==> src/rtl/csa_pkg.sv <==
package csa_pkg;

  localparam int MAX_VECS = 64;

  // Elaboration-time schedule of the compressor tree.
  // Vectors 0..n_vecs-1 are the tree inputs; compressor k writes vectors
  // n_vecs+2k (sum) and n_vecs+2k+1 (shifted carry).
  // For k_want < n_vecs-2: returns input j (0..2) of compressor k_want.
  // For k_want = n_vecs-2: returns final vector j (0..1).
  function automatic int sched_src(int n_vecs, int k_want, int j);
    int cur_s [MAX_VECS];
    int cur_d [MAX_VECS];
    int rdy_s [MAX_VECS];
    int rdy_d [MAX_VECS];
    int wt_s  [MAX_VECS];
    int wt_d  [MAX_VECS];
    int nx_s  [MAX_VECS];
    int nx_d  [MAX_VECS];
    int cnt, n_rdy, n_wt, n_nx, level, fresh, k, dmax, res, grp;
    bit done;
    cnt   = n_vecs;
    level = 0;
    fresh = n_vecs;
    k     = 0;
    res   = 0;
    done  = 1'b0;
    for (int i = 0; i < MAX_VECS; i++) begin
      cur_s[i] = (i < n_vecs) ? i : 0;
      cur_d[i] = 0;
      rdy_s[i] = 0;
      rdy_d[i] = 0;
      wt_s[i]  = 0;
      wt_d[i]  = 0;
      nx_s[i]  = 0;
      nx_d[i]  = 0;
    end
    while (cnt > 2 && level < 4 * MAX_VECS) begin
      n_rdy = 0;
      n_wt  = 0;
      for (int i = 0; i < MAX_VECS; i++) begin
        if (i < cnt) begin
          if (cur_d[i] <= level) begin
            rdy_s[n_rdy] = cur_s[i];
            rdy_d[n_rdy] = cur_d[i];
            n_rdy++;
          end else begin
            wt_s[n_wt] = cur_s[i];
            wt_d[n_wt] = cur_d[i];
            n_wt++;
          end
        end
      end
      if (n_rdy >= 3) begin
        n_nx = 0;
        grp  = n_rdy / 3;
        for (int g = 0; g < MAX_VECS / 3; g++) begin
          if (g < grp) begin
            if (k == k_want && !done) begin
              res  = rdy_s[3*g+j];
              done = 1'b1;
            end
            dmax = rdy_d[3*g];
            if (rdy_d[3*g+1] > dmax) dmax = rdy_d[3*g+1];
            if (rdy_d[3*g+2] > dmax) dmax = rdy_d[3*g+2];
            nx_s[n_nx]   = fresh;
            nx_d[n_nx]   = dmax + 1;
            nx_s[n_nx+1] = fresh + 1;
            nx_d[n_nx+1] = dmax + 1;
            n_nx  += 2;
            fresh += 2;
            k++;
          end
        end
        for (int i = 0; i < MAX_VECS; i++) begin
          if (i >= 3 * grp && i < n_rdy) begin
            nx_s[n_nx] = rdy_s[i];
            nx_d[n_nx] = rdy_d[i];
            n_nx++;
          end
        end
        for (int i = 0; i < MAX_VECS; i++) begin
          if (i < n_wt) begin
            nx_s[n_nx] = wt_s[i];
            nx_d[n_nx] = wt_d[i];
            n_nx++;
          end
        end
        for (int i = 0; i < MAX_VECS; i++) begin
          cur_s[i] = nx_s[i];
          cur_d[i] = nx_d[i];
        end
        cnt = n_nx;
      end
      level++;
    end
    if (!done) res = cur_s[j];
    return res;
  endfunction

endpackage

==> src/rtl/csa_operand_prep.sv <==
module csa_operand_prep #(
  parameter int IN_W  = 8,
  parameter int OUT_W = 8
) (
  input  logic [IN_W-1:0]  op_i,
  input  logic             sgn_i,
  input  logic             neg_i,
  output logic [OUT_W-1:0] vec_o
);

  logic [OUT_W-1:0] sized;

  if (IN_W >= OUT_W) begin : g_trunc
    assign sized = op_i[OUT_W-1:0];
  end else begin : g_ext
    assign sized = {{(OUT_W-IN_W){sgn_i & op_i[IN_W-1]}}, op_i};
  end

  // inversion; the +1 per subtracted operand enters via the correction vector
  assign vec_o = sized ^ {OUT_W{neg_i}};

endmodule

==> src/rtl/csa_compress.sv <==
module csa_compress #(
  parameter int W = 8
) (
  input  logic [W-1:0] a_i,
  input  logic [W-1:0] b_i,
  input  logic [W-1:0] c_i,
  output logic [W-1:0] sum_o,
  output logic [W-1:0] carry_o
);

  logic [W-1:0] maj;

  assign sum_o   = a_i ^ b_i ^ c_i;
  assign maj     = (a_i & b_i) | (a_i & c_i) | (b_i & c_i);
  // carry weighted one position up; top carry falls off (mod 2^W)
  assign carry_o = {maj[W-2:0], 1'b0};

endmodule

==> src/rtl/csa_final_add.sv <==
module csa_final_add #(
  parameter int W = 8
) (
  input  logic [W-1:0] a_i,
  input  logic [W-1:0] b_i,
  output logic [W-1:0] sum_o
);

  assign sum_o = a_i + b_i;

endmodule

==> src/rtl/csa_sum_tree.sv <==
module csa_sum_tree #(
  parameter int N_OPS   = 7,
  parameter int IN_W    = 8,
  parameter int OUT_W   = 8,
  parameter bit REG_OUT = 1'b1
) (
  input  logic                       clk_i,
  input  logic                       rst_ni,
  input  logic [N_OPS-1:0][IN_W-1:0] ops_i,
  input  logic [N_OPS-1:0]           signed_i,
  input  logic [N_OPS-1:0]           sub_i,
  output logic [OUT_W-1:0]           sum_o
);

  localparam int N_VECS = N_OPS + 1;        // operands + correction vector
  localparam int N_CMP  = N_VECS - 2;       // each compressor removes one vector
  localparam int N_SLOT = N_VECS + 2 * N_CMP;

  if (N_OPS < 3 || N_VECS > csa_pkg::MAX_VECS || OUT_W < 2) begin : g_bad_cfg
    $error("csa_sum_tree: unsupported N_OPS/OUT_W");
  end

  logic [N_SLOT-1:0][OUT_W-1:0] vec;
  logic [OUT_W-1:0]             corr;
  logic [OUT_W-1:0]             sum_comb;

  for (genvar i = 0; i < N_OPS; i++) begin : g_prep
    csa_operand_prep #(
      .IN_W (IN_W),
      .OUT_W(OUT_W)
    ) i_prep (
      .op_i (ops_i[i]),
      .sgn_i(signed_i[i]),
      .neg_i(sub_i[i]),
      .vec_o(vec[i])
    );
  end

  always_comb begin
    corr = '0;
    for (int i = 0; i < N_OPS; i++) corr = corr + OUT_W'(sub_i[i]);
  end
  assign vec[N_OPS] = corr;

  for (genvar k = 0; k < N_CMP; k++) begin : g_cmp
    localparam int SRC_A = csa_pkg::sched_src(N_VECS, k, 0);
    localparam int SRC_B = csa_pkg::sched_src(N_VECS, k, 1);
    localparam int SRC_C = csa_pkg::sched_src(N_VECS, k, 2);
    csa_compress #(
      .W(OUT_W)
    ) i_cmp (
      .a_i    (vec[SRC_A]),
      .b_i    (vec[SRC_B]),
      .c_i    (vec[SRC_C]),
      .sum_o  (vec[N_VECS+2*k]),
      .carry_o(vec[N_VECS+2*k+1])
    );
  end

  localparam int FIN_A = csa_pkg::sched_src(N_VECS, N_CMP, 0);
  localparam int FIN_B = csa_pkg::sched_src(N_VECS, N_CMP, 1);

  csa_final_add #(
    .W(OUT_W)
  ) i_fin (
    .a_i  (vec[FIN_A]),
    .b_i  (vec[FIN_B]),
    .sum_o(sum_comb)
  );

  if (REG_OUT) begin : g_reg
    logic [OUT_W-1:0] sum_q;
    always_ff @(posedge clk_i or negedge rst_ni) begin
      if (!rst_ni) sum_q <= '0;
      else         sum_q <= sum_comb;
    end
    assign sum_o = sum_q;
  end else begin : g_comb
    assign sum_o = sum_comb;
  end

endmodule

==> config.mk <==
export PLATFORM = sky130hd
export DESIGN_NAME = csa_sum_tree
export DESIGN_NICKNAME = d
export VERILOG_FILES = /design/src/rtl/csa_pkg.sv /design/src/rtl/csa_operand_prep.sv /design/src/rtl/csa_compress.sv /design/src/rtl/csa_final_add.sv /design/src/rtl/csa_sum_tree.sv
export SDC_FILE = /design/constraint.sdc
export NUM_CORES = 1
export LEC_CHECK = 0
export BUFFER_PORTS_ARGS = -buffer_cell sky130_fd_sc_hd__buf_4
export CORE_ASPECT_RATIO = 1.4
export CORE_MARGIN = 2
export CORE_UTILIZATION = 40
export DETAILED_ROUTE_END_ITERATION = 10
export PLACE_DENSITY = 0.7
export SYNTH_ARGS = -nofsm -noshare
export SYNTH_HDL_FRONTEND = slang
export SYNTH_SLANG_ARGS = --single-unit
==> constraint.sdc <==
create_clock -name clk_i -period 0.8 [get_ports clk_i]
set_clock_uncertainty 0.1 [all_clocks]
set_input_delay 0 -clock clk_i [delete_from_list [all_inputs] [get_ports clk_i]]
set_output_delay 0 -clock clk_i [all_outputs]
set_load 0.05 [all_outputs]
==> metrics.yaml <==
finish:
  area_growth_pct: 43.41
  fin_cells: 342
  largest_reg_flops: 8
  num-fill-cells: 439
  multi_input_area_um2: 1682
  drive_above_1_share_pct: 40.29
  seqCellArea_um2: 200.2
  nets: 403
  antennaDiodeCount: 0
floorplanning:
  rows: 30
  start_util_pct: 41.64
  io_pins: 80
  core_um2: 4880
  dieArea_um2: 5674
  dieHeight_um: 88.33
  fp.dieW_um: 64.24
setup_path:
  cp_max_fo: 2
  max_stage_delay_ps: 530
  path_cells: "buf_6, fa_1, inv_1, fa_1, fa_2, fa_2, inv_2, fa_1, fa_2, fa_2, ha_4, a21o_1, a21o_1, a31oi_1, xnor3_1"
  cp-end-kind: "register"
  crit_arrival_ps: 4250
  cp_top_family: "adder cells"
  start_kind: "primary input"
  crit_slowest_cell: "fa_1"
  criticalPathCategory: "primary input to register"
  path_common_cell: "fa_2"
  cp.required_ps: 790
  critPathBufInv: 3
clock_tree:
  htree_levels: 1
  cts_buffer_depth: 2
  clkTransAtPathRegs_ps: 40
  cts.sinks: 8
  cts_made_buffers: 3
  cts_tree: "built"
  cts_root_buf: "clkbuf_8"
logic_synthesis:
  ys_ff_latch: 8
  syn_inst: 191
  synth_area_per_cell_um2: 10.64
  synth.distinct_cells: 11
  ys_seq_area_share_pct: 9.852
  yosys_warnings: 0
  syn_area_um2: 2032
  syn_nets: 314
sta:
  tightest_slew_ps: 275.5
  period_share_pct: 532.7
  setup_ws_ps: -3462
  period_minus_slack_ps: 4262
  max_freq_ghz: 0.2346
  slew_viol_final: 0
  maxSlewHeadroom_pct: 81.57
  setup_viol: 16
  rsz0062_at_grt: "true"
  hold_violations: 0
power_and_ir_drop:
  finalPower_w: 0.01335
  powerDensity_nw_per_um2: 4583
  irDropWorstVdd_v: 0.005094
  p_leak_nw: 1.452
routing:
  firstDrtPassIters: 2
  vias: 1487
  drcViolationCount: 0
  ant_nets: 0
  drtIter0Drc: 31
  routedWlPerCell_um: 11.85
  via_per_inst: 4.348
  wl_um: 4054
global_route:
  grt_antenna_before_repair: 0
  grt_use_total_pct: 16.51
  grt_max_degree: 9
  grt_pass1_vias: 1769
  grt-ovfl-total: 0
  grt_first_pass_wirelength_um: 7251
placed_design:
  placed_cells: 336
  pre_cts_slack_ps: -3692
  portBuffers: 72
  gp_congestion: 0.7299
  place_hpwl_um: 3668
outcome:
  status: "finished, violations left"
  violations: "negative setup slack"
job:
  maxCapViolCount: 0
worst_hold_path:
  min_path_type: "primary input to asynchronous set/reset pin"
[layout make-up]
cell class / instances / share of cell area, %
flip-flops and latches: 8 / 6.870
repair buffers: 91 / 24.95
clock buffers: 3 / 1.417
well taps: 64 / 2.748
multi-input cells: 127 / 57.71
inverters: 49 / 6.312
[placed cells by master (no fill, tap or decap)]
master,count
ha_4,4
dfrtp_1,8
buf_4,79
fa_1,33
clkbuf_8,3
xor2_1,25
inv_2,8
a21o_1,4
inv_1,41
xnor3_1,2
xnor2_1,43
buf_6,11
a31oi_1,1
a21oi_2,1
fa_2,6
ha_1,8
dlygate4sd3_1,1
[per-layer routing]
layer	vias to the layer above	part of all wire [%]	wire (um)	GRT usage, %
li1	712	-	-	-
met1	723	33	1337	17.25
met2	52	61	2454	34.56
met3	0	6.5	263	3.562
met4	0	0	0	1.161
met5	-	0	0	0
[power by group]
group,internal (W),switching [W]
logic,0.00646,0.00553
registers,0.000812,0.0000980
clock network,0.000323,0.000132
[synth_stat cells]
| cell type | instances | area (um2) |
|---|---|---|
| a31oi_1 | 1 | 6.260 |
| ha_1 | 12 | 150.1 |
| xnor3_1 | 2 | 45.04 |
| a21o_1 | 4 | 30.03 |
| dfrtp_1 | 8 | 200.2 |
| inv_1 | 49 | 183.9 |
| fa_1 | 39 | 780.8 |
| xnor2_1 | 43 | 376.6 |
| a21oi_1 | 1 | 5.000 |
| buf_2 | 7 | 35.03 |
| xor2_1 | 25 | 219.0 |
[cells by family (layout without fill, tap and decap cells)]
| logic type | after synthesis | after routing | synth area share (%) |
|---|---|---|---|
| adder cells (fa/ha/maj) | 51 | 51 | 45.81 |
| XOR/XNOR | 70 | 70 | 31.53 |
| flip-flops | 8 | 8 | 9.852 |
| AO/OA/AOI/OAI | 6 | 6 | 2.032 |
| buffers and inverters | 56 | 143 | 10.78 |
[timing repair]
action                     4_1_cts  5_1_grt
gates resized for setup         15        3
pin swaps                        6        7
hold endpoints to repair         8        0
setup endpoints to repair       16       16
hold buffers                     1        0
cloned                           0        0
setup buffers                    1        1
[worst paths after layout]
check | endpoint | depth (start not counted) | startpoint
max in group asynchronous | sum_o[6] | 2 | rst_ni
min in group clk_i | sum_o[0] | 4 | ops_i[48]
max | sum_o[7] | 15 | sub_i[0]
min | sum_o[2] | 2 | rst_ni
[through the flow]
step | util (%) | area, um2 | hold slack (ps) | TNS (ps)
2_1_floorplan | - | 2076 | -395.6 | -23850
3_3_place_gp | 57.00 | 2781 | -277.5 | -25750
3_5_place_dp | 57.00 | 2781 | -278.9 | -25910
4_1_cts | 59.49 | 2903 | 29.51 | -24260
5_1_grt | 59.72 | 2914 | 49.14 | -24950
6_report | 59.72 | 2914 | 37.09 | -24210
No activity file was read; power rests on OpenSTA's default activity.
